<file path="src/rtl/capt_pkg.sv">
package capt_pkg;
  typedef enum logic [1:0] {
    ST_IDLE  = 2'd0,
    ST_ARMED = 2'd1,
    ST_CAPT  = 2'd2,
    ST_FULL  = 2'd3
  } capt_state_e;
endpackage

</file>
<file path="src/rtl/capt_edge.sv">
module capt_edge (
  input  logic clk_i,
  input  logic rst_ni,
  input  logic lvl_i,
  output logic rise_o
);
  logic lvl_q;

  // reset to 1: a level already high at reset release is not an edge
  always_ff @(posedge clk_i or negedge rst_ni) begin
    if (!rst_ni) lvl_q <= 1'b1;
    else         lvl_q <= lvl_i;
  end

  assign rise_o = lvl_i & ~lvl_q;

  assert_no_rise_held_R2: assert property (@(posedge clk_i) disable iff (!rst_ni)
    lvl_i && $stable(lvl_i) |=> (lvl_i -> !rise_o));
endmodule

</file>
<file path="src/rtl/capt_fsm.sv">
module capt_fsm
  import capt_pkg::*;
(
  input  logic        clk_i,
  input  logic        rst_ni,
  input  logic        rise_i,
  input  logic        trig_i,
  input  logic        vld_i,
  input  logic        last_i,
  output capt_state_e state_o,
  output logic        wr_en_o,
  output logic        clr_o
);
  capt_state_e state_q, state_d;

  always_comb begin
    wr_en_o = 1'b0;
    unique case (state_q)
      ST_ARMED: wr_en_o = trig_i & vld_i;
      ST_CAPT:  wr_en_o = vld_i;
      default:  wr_en_o = 1'b0;
    endcase
  end

  always_comb begin
    state_d = state_q;
    unique case (state_q)
      ST_IDLE:  if (rise_i) state_d = ST_ARMED;
      ST_ARMED: if (wr_en_o) state_d = last_i ? ST_FULL : ST_CAPT;
      ST_CAPT:  if (wr_en_o && last_i) state_d = ST_FULL;
      ST_FULL:  if (rise_i) state_d = ST_ARMED;
      default:  state_d = ST_IDLE;
    endcase
  end

  always_ff @(posedge clk_i or negedge rst_ni) begin
    if (!rst_ni) state_q <= ST_IDLE;
    else         state_q <= state_d;
  end

  assign clr_o   = (state_q == ST_FULL) && rise_i;
  assign state_o = state_q;

  assert_capt_not_rearmed_R8: assert property (@(posedge clk_i) disable iff (!rst_ni)
    state_q == ST_CAPT |=> (state_q == ST_CAPT || state_q == ST_FULL));

  assert_armed_waits_R3: assert property (@(posedge clk_i) disable iff (!rst_ni)
    (state_q == ST_ARMED && !(trig_i && vld_i)) |=> state_q == ST_ARMED);

  assert_idle_needs_edge_R2: assert property (@(posedge clk_i) disable iff (!rst_ni)
    (state_q == ST_IDLE && !rise_i) |=> state_q == ST_IDLE);
endmodule

</file>
<file path="src/rtl/capt_addr.sv">
module capt_addr #(
  parameter int unsigned AW = 10
) (
  input  logic          clk_i,
  input  logic          rst_ni,
  input  logic          clr_i,
  input  logic          inc_i,
  output logic [AW-1:0] addr_o,
  output logic          last_o
);
  localparam logic [AW-1:0] ADDR_MAX = {AW{1'b1}};

  logic [AW-1:0] addr_q;

  always_ff @(posedge clk_i or negedge rst_ni) begin
    if (!rst_ni)    addr_q <= '0;
    else if (clr_i) addr_q <= '0;
    else if (inc_i) addr_q <= addr_q + 1'b1;
  end

  assign addr_o = addr_q;
  assign last_o = (addr_q == ADDR_MAX);

  assert_addr_hold_R4: assert property (@(posedge clk_i) disable iff (!rst_ni)
    (!inc_i && !clr_i) |=> $stable(addr_q));
endmodule

</file>
<file path="src/rtl/capt_seq.sv">
module capt_seq
  import capt_pkg::*;
#(
  parameter int unsigned AW = 10,
  parameter int unsigned DW = 8
) (
  input  logic          clk_i,
  input  logic          rst_ni,
  input  logic          start_i,
  input  logic          trig_i,
  input  logic [DW-1:0] smp_i,
  input  logic          smp_vld_i,
  output logic          wr_en_o,
  output logic [AW-1:0] wr_addr_o,
  output logic [DW-1:0] wr_data_o,
  output logic          full_o
);
  localparam logic [AW-1:0] ADDR_MAX = {AW{1'b1}};

  logic        start_rise;
  logic        addr_last;
  logic        addr_clr;
  capt_state_e state;

  capt_edge u_edge (
    .clk_i  (clk_i),
    .rst_ni (rst_ni),
    .lvl_i  (start_i),
    .rise_o (start_rise)
  );

  capt_fsm u_fsm (
    .clk_i   (clk_i),
    .rst_ni  (rst_ni),
    .rise_i  (start_rise),
    .trig_i  (trig_i),
    .vld_i   (smp_vld_i),
    .last_i  (addr_last),
    .state_o (state),
    .wr_en_o (wr_en_o),
    .clr_o   (addr_clr)
  );

  capt_addr #(.AW(AW)) u_addr (
    .clk_i  (clk_i),
    .rst_ni (rst_ni),
    .clr_i  (addr_clr),
    .inc_i  (wr_en_o),
    .addr_o (wr_addr_o),
    .last_o (addr_last)
  );

  assign wr_data_o = smp_i;
  assign full_o    = (state == ST_FULL);

  assert_first_at_zero_R3: assert property (@(posedge clk_i) disable iff (!rst_ni)
    (state == ST_ARMED && wr_en_o) |-> wr_addr_o == '0);

  assert_addr_step_R4: assert property (@(posedge clk_i) disable iff (!rst_ni)
    wr_en_o |=> wr_addr_o == AW'($past(wr_addr_o) + 1'b1));

  assert_full_after_last_R5: assert property (@(posedge clk_i) disable iff (!rst_ni)
    (wr_en_o && wr_addr_o == ADDR_MAX) |=> full_o);

  assert_no_write_full_R5: assert property (@(posedge clk_i) disable iff (!rst_ni)
    full_o |-> !wr_en_o);

  assert_full_hold_R6: assert property (@(posedge clk_i) disable iff (!rst_ni)
    (full_o && !start_rise) |=> full_o);

  assert_rearm_R7: assert property (@(posedge clk_i) disable iff (!rst_ni)
    (full_o && start_rise) |=> (!full_o && wr_addr_o == '0));
endmodule

</file>
<file path="config.mk">
export PLATFORM = sky130hd
export DESIGN_NAME = capt_seq
export DESIGN_NICKNAME = d
export VERILOG_FILES = /design/src/rtl/capt_pkg.sv /design/src/rtl/capt_edge.sv /design/src/rtl/capt_fsm.sv /design/src/rtl/capt_addr.sv /design/src/rtl/capt_seq.sv
export SDC_FILE = /design/constraint.sdc
export NUM_CORES = 1
export LEC_CHECK = 0
export ABC_AREA = 1
export BUFFER_PORTS_ARGS = -buffer_cell sky130_fd_sc_hd__buf_4
export CORE_UTILIZATION = 25
export DETAILED_ROUTE_END_ITERATION = 6
export SETUP_SLACK_MARGIN = 0.2
export SKIP_LAST_GASP = 1
export SYNTH_ARGS = -nofsm -noshare
export SYNTH_HDL_FRONTEND = slang
export SYNTH_HIERARCHICAL = 1
export SYNTH_SLANG_ARGS = --single-unit
</file>
<file path="constraint.sdc">
create_clock -name clk_i -period 3.4 [get_ports clk_i]
set_clock_uncertainty 0.2 [all_clocks]
set_input_delay 0.34 -clock clk_i [delete_from_list [all_inputs] [get_ports clk_i]]
set_output_delay 0.34 -clock clk_i [all_outputs]
set_load 0.01 [all_outputs]
</file>
==> tab_implementation.tex, run 1 <==
\begin{tabular}{lr}
\hline
Metric & Value \\
\hline
\multicolumn{2}{l}{\textbf{Worst setup path}} \\
Critical path class & reg -> out \\
Critical Path AT & 1.64 ns \\
Register-to-register path setup slack & 1.34 ns \\
R2R depth & 12 \\
Worst-path fanout max & 6 \\
Reg-to-Reg End & u\_addr/addr\_o[6]\$\_DFFE\_PN0P\_ \\
Critical Path End Type & output port \\
Worst EP required & 2.86 ns \\
Worst setup SP type & flop \\
Worst flop-to-flop path startpoint & u\_fsm/state\_o[0]\$\_DFFE\_PN0P\_ \\
\multicolumn{2}{l}{\textbf{Final layout}} \\
Fraction of layout cells with a size suffix above 1 & 23.9\% \\
Number of nets in the layout & 153 \\
Inserted Diodes & 0 \\
Syn-to-layout area delta & 17.1\% \\
\multicolumn{2}{l}{\textbf{Synth}} \\
Area contributors post-synth & dfrtp\_1, nand2\_1, inv\_1, ha\_1, buf\_4 \\
Yosys cell types & 23 \\
Area fraction in compound gates after synthesis & 5.46\% \\
Portion of the post-synthesis area used by sequential elements & 36.6\% \\
Post-synth EDFFs & 0 \\
Share of synthesized flip-flops with an asynchronous set or reset & 100\% \\
Dominant synthesized flop cell & dfrtp\_1 \\
Area share of fa/ha/maj cells after synthesis & 7.00\% \\
Synth warnings & 6 \\
Dominant combinational cell family by area after synthesis & simple AND/OR/NAND/NOR gates \\
Syn Nets & 139 \\
Total standard cell area after synthesis & 893 sq um \\
Simple-gate area share of the yosys netlist & 34.6\% \\
Cell types with the highest counts after synthesis & nand2\_1, inv\_1, dfrtp\_1 \\
Post-synthesis cell count & 121 \\
Average instance area after synthesis & 7.38 sq um \\
Multiplexer area fraction after synthesis & 0\% \\
Yosys top cell area share & 33.6\% \\
Cell with the most instances after synthesis & nand2\_1 \\
Post-synthesis sequential element count & 13 \\
Dominant cell type by area after synthesis & dfrtp\_1 \\
Area share of xor/xnor cells in the synthesized design & 0\% \\
\multicolumn{2}{l}{\textbf{CTS}} \\
Number of sinks handled by clock tree synthesis & 13 \\
Root buffer cell & clkbuf\_4 \\
CTS H-tree depth & 1 \\
Clock slew at the register clock pins of the worst setup and hold paths & 0.08 ns \\
TritonCTS clock tree & done \\
Number of buffers on the longest clock path & 2 \\
Clock buffer count from CTS & 3 \\
Clk Latency, worst-skew pair & 0.28 ns \\
\multicolumn{2}{l}{\textbf{Drt}} \\
Iteration-0 DRC Markers & 9 \\
Via-per-instance ratio & 4.12 \\
Wire length reported by the detailed router & 1880 um \\
Number of nets still failing antenna checks after routing & 0 \\
Number of search-and-repair iterations in the first detailed-routing pass & 4 \\
Average wire per cell in the routed design & 10.4 um \\
Via count of the routed design & 741 \\
Remaining DRCs & 0 \\
\multicolumn{2}{l}{\textbf{Global route}} \\
Global-route wire length before repair & 2980 um \\
Total track usage & 10.8\% \\
Largest net degree at the start of global routing & 14 \\
Initial antenna violation count & 0 \\
Overflow after GRT & 0 \\
Number of global-route vias before repair & 723 \\
\multicolumn{2}{l}{\textbf{STA}} \\
Final clock period utilization by the worst path & 64.1\% \\
Worst slew margin relative to its limit & 76.9\% \\
Fin. Hold Viols & 0 \\
Total negative slack for setup checks & 0 ns \\
Max Fclk & 459 MHz \\
Max Slew Vio Count & 0 \\
Clock period minus final worst setup slack & 2.18 ns \\
Final setup violation count & 0 \\
Slew of the pin with the lowest slew margin & 0.346 ns \\
Setup repair after global routing missed its margin & false \\
\multicolumn{2}{l}{\textbf{Placed design}} \\
Post-DP HPWL & 1460 um \\
Placer Congestion & 0.753 \\
PortBufs & 16 \\
\multicolumn{2}{l}{\textbf{Power and ir drop}} \\
Worst vdd ir & 0.261 mV \\
Power density over the cells & 704 nW/um\^{}2 \\
Cell leakage power & 0.574 nW \\
Total power after layout & 0.737 mW \\
\multicolumn{2}{l}{\textbf{Floorplanning}} \\
FP Rows & 21 \\
Die Outline Area & 3820 sq um \\
Die outline width & 61.8 um \\
Effective utilization at floorplan & 26.4\% \\
Core Box Area & 3390 sq um \\
Height of the die & 61.8 um \\
Count of boundary I/O pins & 33 \\
\multicolumn{2}{l}{\textbf{Worst hold path}} \\
Min-Delay Path Class & in -> async \\
\multicolumn{2}{l}{\textbf{Run}} \\
Max-cap violations & 0 \\
\multicolumn{2}{l}{\textbf{Run status}} \\
Run status & completed \\
\hline
\end{tabular}
==> how the worst max path moves through the flow <==
stage,startpoint,cells past startpoint,endpoint
finish,u_fsm/state_o[0]$_DFFE_PN0P_,6,wr_en_o
global route,u_fsm/state_o[0]$_DFFE_PN0P_,6,wr_en_o
CTS,u_fsm/state_o[0]$_DFFE_PN0P_,6,wr_en_o
detailed placement,u_fsm/state_o[0]$_DFFE_PN0P_,12,u_addr/addr_o[6]$_DFFE_PN0P_
global placement,u_fsm/state_o[0]$_DFFE_PN0P_,12,u_addr/addr_o[6]$_DFFE_PN0P_
floorplan,u_fsm/state_o[0]$_DFFE_PN0P_,12,u_addr/addr_o[6]$_DFFE_PN0P_
==> power by group <==
part           switching [mW]  internal [mW]
logic                   0.211          0.153
clock network          0.0531         0.0455
registers              0.0658          0.207
total                   0.330          0.406
==> metrics by stage <==
step	cell area (sq um)	util [%]	setup slack [ns]	std cells	hold WS (ns)
floorplan	893	-	1.49	121	-0.156
global placement	1000	29.5	1.45	174	-0.00200
detailed placement	1000	29.5	1.36	174	0.00286
CTS	1050	30.9	1.20	180	0.229
global route	1050	30.9	1.07	180	0.236
finish	1050	30.9	1.22	180	0.232
==> logic make-up (layout without fill, tap and decap cells) <==
| kind of cell | count (synthesis) | in the layout |
|---|---|---|
| and+or+nand+nor | 66 | 66 |
| buffers and inverters | 29 | 42 |
| DFF | 13 | 13 |
| AOI/OAI and AO/OA | 8 | 8 |
| adders and majority gates | 5 | 5 |
==> what timing repair did <==
action,CTS,global route
buffers inserted,0,0
gates resized for setup,0,0
endpoints found under the hold margin,14,0
hold buffers,2,0
==> registers in the layout, summed over array words and instances, names as in the netlist <==
signal         cells
u_edge/lvl_q       1
u_addr/addr_o     10
u_fsm/state_o      2
==> layer usage <==
layer,vias to the layer above,GRT usage [%],share of wire (%)
met5,-,0,0
met4,0,2.22,0
met3,0,4.14,6.8
met2,16,19.2,50
met1,332,12.2,43
li1,393,-,-
==> layout by cell type (no fill, tap or decap), drive strengths merged <==
cell type    synthesis  routed
a21o                 1       1
dfrtp               12      12
a22oi                1       1
and3                 1       1
nand3b               1       1
nand4                2       2
nand2               35      35
o21ai                2       2
buf                  9      16
inv                 20      20
nor2                15      15
dfstp                1       1
nand3               12      12
clkbuf               0       4
dlygate4sd3          0       2
ha                   5       5
a21oi                4       4
==> worst max-delay path: stages (launching register included) <==
cell and delay (ns):
dfrtp_1 0.45, inv_1 0.07, ha_1 0.32, nor2_1 0.12, nand2_1 0.09, inv_1 0.16, buf_4 0.16
==> layout make-up <==
cell class	count	area (sq um)
Clock buffer	4	26.3
Fill cell	374	2340
Inverter	20	75.1
Multi-Input combinational cell	79	420
Sequential cell	13	327
Tap cell	46	57.6
Timing Repair Buffer	18	140
Power figures use the tool's default switching activity.
==> run 2, diff against run 1 <==
--- a/config.mk
+++ b/config.mk
@@ -5,7 +5,7 @@
 export SDC_FILE = /design/constraint.sdc
 export NUM_CORES = 1
 export LEC_CHECK = 0
-export ABC_AREA = 1
+export ABC_AREA = 0
 export BUFFER_PORTS_ARGS = -buffer_cell sky130_fd_sc_hd__buf_4
 export CORE_UTILIZATION = 25
 export DETAILED_ROUTE_END_ITERATION = 6
==> constraint.sdc (replaced) <==
create_clock -name clk_i -period 2 [get_ports clk_i]
set_clock_uncertainty 0.2 [all_clocks]
set_input_delay 0.2 -clock clk_i [delete_from_list [all_inputs] [get_ports clk_i]]
set_output_delay 0.2 -clock clk_i [all_outputs]
set_load 0.01 [all_outputs]
==> run 2 against run 1 <==
Effect of this change:
- the run now ends with setup timing left
- hold slack got worse by 0.13 ns
- sequential share of layout area down 2.5 points
- worst setup slack got worse by 1.2 ns
- clock power increased by 68%
- cell area is 9.9% higher
- sequential power is 33% higher
- area after synthesis is 11% lower
- register-to-register slack worse by 1.3 ns
- total power grew 59%
- first-iteration DRC count up 130%
- cell count is 16% lower
==> tab_implementation.tex, run 2 <==
\begin{tabular}{lr}
\hline
Metric & Value \\
\hline
\multicolumn{2}{l}{\textbf{Global route}} \\
Total track usage & 11.1\% (+0.34 points) \\
Initial antenna violation count & 0 (unchanged) \\
Largest net degree at the start of global routing & 14 (unchanged) \\
Number of global-route vias before repair & 639 (-12\%) \\
Global-route wire length before repair & 2900 um (-2.6\%) \\
Overflow after GRT & 0 (unchanged) \\
\multicolumn{2}{l}{\textbf{Worst setup path}} \\
Critical path class & reg -> reg \\
Worst EP required & 2.01 ns (-0.85 ns) \\
R2R depth & 8 (-4) \\
Reg-to-Reg End & u\_addr/addr\_o[5]\$\_DFFE\_PN0P\_ \\
Worst flop-to-flop path startpoint & u\_fsm/state\_o[1]\$\_DFFE\_PN0P\_ \\
Critical Path End Type & flop \\
Cell repeated most along the worst path & a21oi\_2 \\
Critical Path AT & 2.01 ns (+0.37 ns) \\
Slowest CP cell & dfrtp\_2 \\
Critical path buffers and inverters & 2 (-1) \\
Worst-path fanout max & 5 (-1) \\
Delay of the slowest critical-path stage & 0.45 ns (about the same) \\
Cell type group with the largest total delay on the critical path & simple AND/OR/NAND/NOR gates \\
Worst setup SP type & flop \\
Cell-by-cell listing of the critical path & inv\_1 > ha\_4 > a21oi\_2 > nor2b\_4 > o2111ai\_4 > buf\_6 > or3\_4 > a21oi\_2 \\
Register-to-register path setup slack & -0.004 ns (-1.34 ns) \\
\multicolumn{2}{l}{\textbf{CTS}} \\
Number of buffers on the longest clock path & 2 (unchanged) \\
Clock slew at the register clock pins of the worst setup and hold paths & 0.08 ns (about the same) \\
Root buffer cell & clkbuf\_4 \\
CTS H-tree depth & 1 (unchanged) \\
Clk Latency, worst-skew pair & 0.27 ns (about the same) \\
Number of sinks handled by clock tree synthesis & 13 (unchanged) \\
TritonCTS clock tree & done \\
Clock buffer count from CTS & 3 (unchanged) \\
\multicolumn{2}{l}{\textbf{Final layout}} \\
Leading cell type in the layout, fill and taps excluded & buf\_4 \\
Final core utilization & 38.0\% (+7.1 points) \\
Inserted Diodes & 0 (unchanged) \\
Number of fill cells & 302 (-19\%) \\
Top library cells by usage in the layout, fill and taps aside & buf\_4, dfrtp\_1, nor2\_1 \\
Number of nets in the layout & 126 (-18\%) \\
Number of flip-flops in the largest register & 10 (unchanged) \\
Layout Cells excl Fill & 151 (-16\%) \\
Syn-to-layout area delta & 44.3\% \\
Fraction of layout cells with a size suffix above 1 & 50.5\% (+27 points) \\
\multicolumn{2}{l}{\textbf{STA}} \\
PnR worst setup slack & -0.00409 ns (-1.22 ns) \\
Setup repair after global routing missed its margin & true \\
Slew of the pin with the lowest slew margin & 0.269 ns (-0.0767 ns) \\
Worst slew margin relative to its limit & 81.9\% (+5.0 points) \\
Max Fclk & 499 MHz \\
Final setup violation count & 2 (+2) \\
Clock period minus final worst setup slack & 2.00 ns \\
Fin. Hold Viols & 0 (unchanged) \\
Max Slew Vio Count & 0 (unchanged) \\
Final clock period utilization by the worst path & 100\% \\
Post-route worst hold slack & 0.0985 ns (-0.134 ns) \\
Total negative slack for setup checks & -0.00674 ns (-0.00674 ns) \\
\multicolumn{2}{l}{\textbf{Floorplanning}} \\
Die Outline Area & 3420 sq um (-10\%) \\
Height of the die & 58.5 um (-5.4\%) \\
FP Rows & 20 (-4.8\%) \\
Effective utilization at floorplan & 26.3\% (-0.034 points) \\
Die outline width & 58.5 um (-5.4\%) \\
Core Box Area & 3030 sq um (-11\%) \\
Count of boundary I/O pins & 33 (unchanged) \\
\multicolumn{2}{l}{\textbf{Worst hold path}} \\
Min-Delay Path Class & in -> async \\
\multicolumn{2}{l}{\textbf{Placed design}} \\
Dpl cells & 140 (-20\%) \\
PortBufs & 16 (unchanged) \\
Placer Congestion & 0.727 (-3.5\%) \\
Post-DP HPWL & 1250 um (-14\%) \\
\multicolumn{2}{l}{\textbf{Run}} \\
Max-cap violations & 0 (unchanged) \\
\multicolumn{2}{l}{\textbf{Drt}} \\
Via count of the routed design & 662 (-11\%) \\
Average wire per cell in the routed design & 12.2 um (+17\%) \\
Iteration-0 DRC Markers & 21 (+12) \\
Number of nets still failing antenna checks after routing & 0 (unchanged) \\
Via-per-instance ratio & 4.38 (+6.5\%) \\
Remaining DRCs & 0 (unchanged) \\
Number of search-and-repair iterations in the first detailed-routing pass & 4 (unchanged) \\
Wire length reported by the detailed router & 1850 um (-1.7\%) \\
\multicolumn{2}{l}{\textbf{Synth}} \\
Cell with the most instances after synthesis & dfrtp\_1 \\
Average instance area after synthesis & 10.1 sq um (+37\%) \\
Dominant cell type by area after synthesis & dfrtp\_1 \\
Area contributors post-synth & dfrtp\_1, ha\_1, buf\_4, a21oi\_1, mux2i\_1 \\
Cell types with the highest counts after synthesis & dfrtp\_1, buf\_4, a21oi\_1 \\
Post-synthesis cell count & 79 (-35\%) \\
Dominant synthesized flop cell & dfrtp\_1 \\
Total standard cell area after synthesis & 797 sq um (-11\%) \\
Share of synthesized flip-flops with an asynchronous set or reset & 100\% (unchanged) \\
Synth warnings & 6 (unchanged) \\
Portion of the post-synthesis area used by sequential elements & 41.0\% (+4.4 points) \\
Yosys top cell area share & 37.7\% (+4.1 points) \\
Yosys cell types & 29 (+26\%) \\
Post-synth EDFFs & 0 (unchanged) \\
Syn Nets & 97 (-30\%) \\
Post-synthesis sequential element count & 13 (unchanged) \\
\multicolumn{2}{l}{\textbf{Run status}} \\
Run status & finished, violations left \\
Violated checks & setup timing \\
\multicolumn{2}{l}{\textbf{Power and ir drop}} \\
Power density over the cells & 1020 nW/um\^{}2 (+45\%) \\
Worst vdd ir & 0.350 mV (+34\%) \\
Cell leakage power & 0.516 nW (-10\%) \\
\hline
\end{tabular}
[run 2: cell types whose count changed after synthesis, sizes merged, moves of 3 or more]
cell,delta
or3,+3
nor2b,+4
mux2i,+3
xor2,+3
nand3,-9
inv,-17
nand2,-32
nor2,-10
[run 2: routing by layer]
metal	wire, um	track usage [%]	vias up	part of all wire [%]
li1	-	-	324	-
met5	0	0	-	0
met3	43	2.20	2	2.3
met1	813	14.1	326	44
met4	6	3.40	0	0.33
met2	983	19.0	10	53
[run 2: cells by family (layout without fill, tap and decap cells)]
logic type,count (synthesis),after routing,share of synthesized area [%]
adders and majority gates,5,5,7.85
AOI/OAI and AO/OA,15,15,13.7
muxes,3,3,3.77
xor gates and xnor gates,4,4,4.40
and+or+nand+nor,26,26,19.3
buffers and inverters,13,41,10.0
DFF,13,13,41.0
[run 2: final cells by class]
cell class,count,area [sq um],area share [%]
inverters,3,11.3,0.979
repair buffers,34,268,23.3
multi-input cells,53,459,39.9
well taps,44,55.1,4.79
flip-flops and latches,13,330,28.7
clock buffers,4,26.3,2.29
[run 2: repair_timing]
action	in CTS	in global routing
hold buffers	2	0
setup buffers	2	3
gates resized for setup	6	10
endpoints found under the hold margin	14	0
pin swaps	4	2
setup endpoints to repair	10	12
[run 2: per-stage QoR]
stage	setup slack (ns)	instance area [sq um]	power [mW]
4_1_cts	-0.0269	1100	1.12
3_5_place_dp	-0.0318	1010	0.896
2_1_floorplan	-0.144	827	0.711
3_3_place_gp	-0.0138	1010	0.882
6_report	-0.00409	1150	1.17
5_1_grt	-0.0890	1150	1.25
[run 2: worst max-delay path by stage]
stage / start / to / slack (ns) / depth (start not counted)
floorplan: u_fsm/state_o[0]$_DFFE_PN0P_ / u_addr/addr_o[9]$_DFFE_PN0P_ / -0.14 / 8
global placement: u_fsm/state_o[1]$_DFFE_PN0P_ / u_addr/addr_o[9]$_DFFE_PN0P_ / -0.01 / 6
detailed placement: u_fsm/state_o[1]$_DFFE_PN0P_ / u_addr/addr_o[7]$_DFFE_PN0P_ / -0.03 / 7
CTS: u_fsm/state_o[1]$_DFFE_PN0P_ / u_addr/addr_o[9]$_DFFE_PN0P_ / -0.03 / 6
global route: u_fsm/state_o[1]$_DFFE_PN0P_ / u_addr/addr_o[9]$_DFFE_PN0P_ / -0.09 / 6
finish: u_fsm/state_o[1]$_DFFE_PN0P_ / u_addr/addr_o[5]$_DFFE_PN0P_ / -0.004 / 8
[run 2: power by group]
group / internal, mW / switching, mW
Clock: 0.0771 / 0.0886
Sequential: 0.314 / 0.0477
Combinational: 0.357 / 0.290
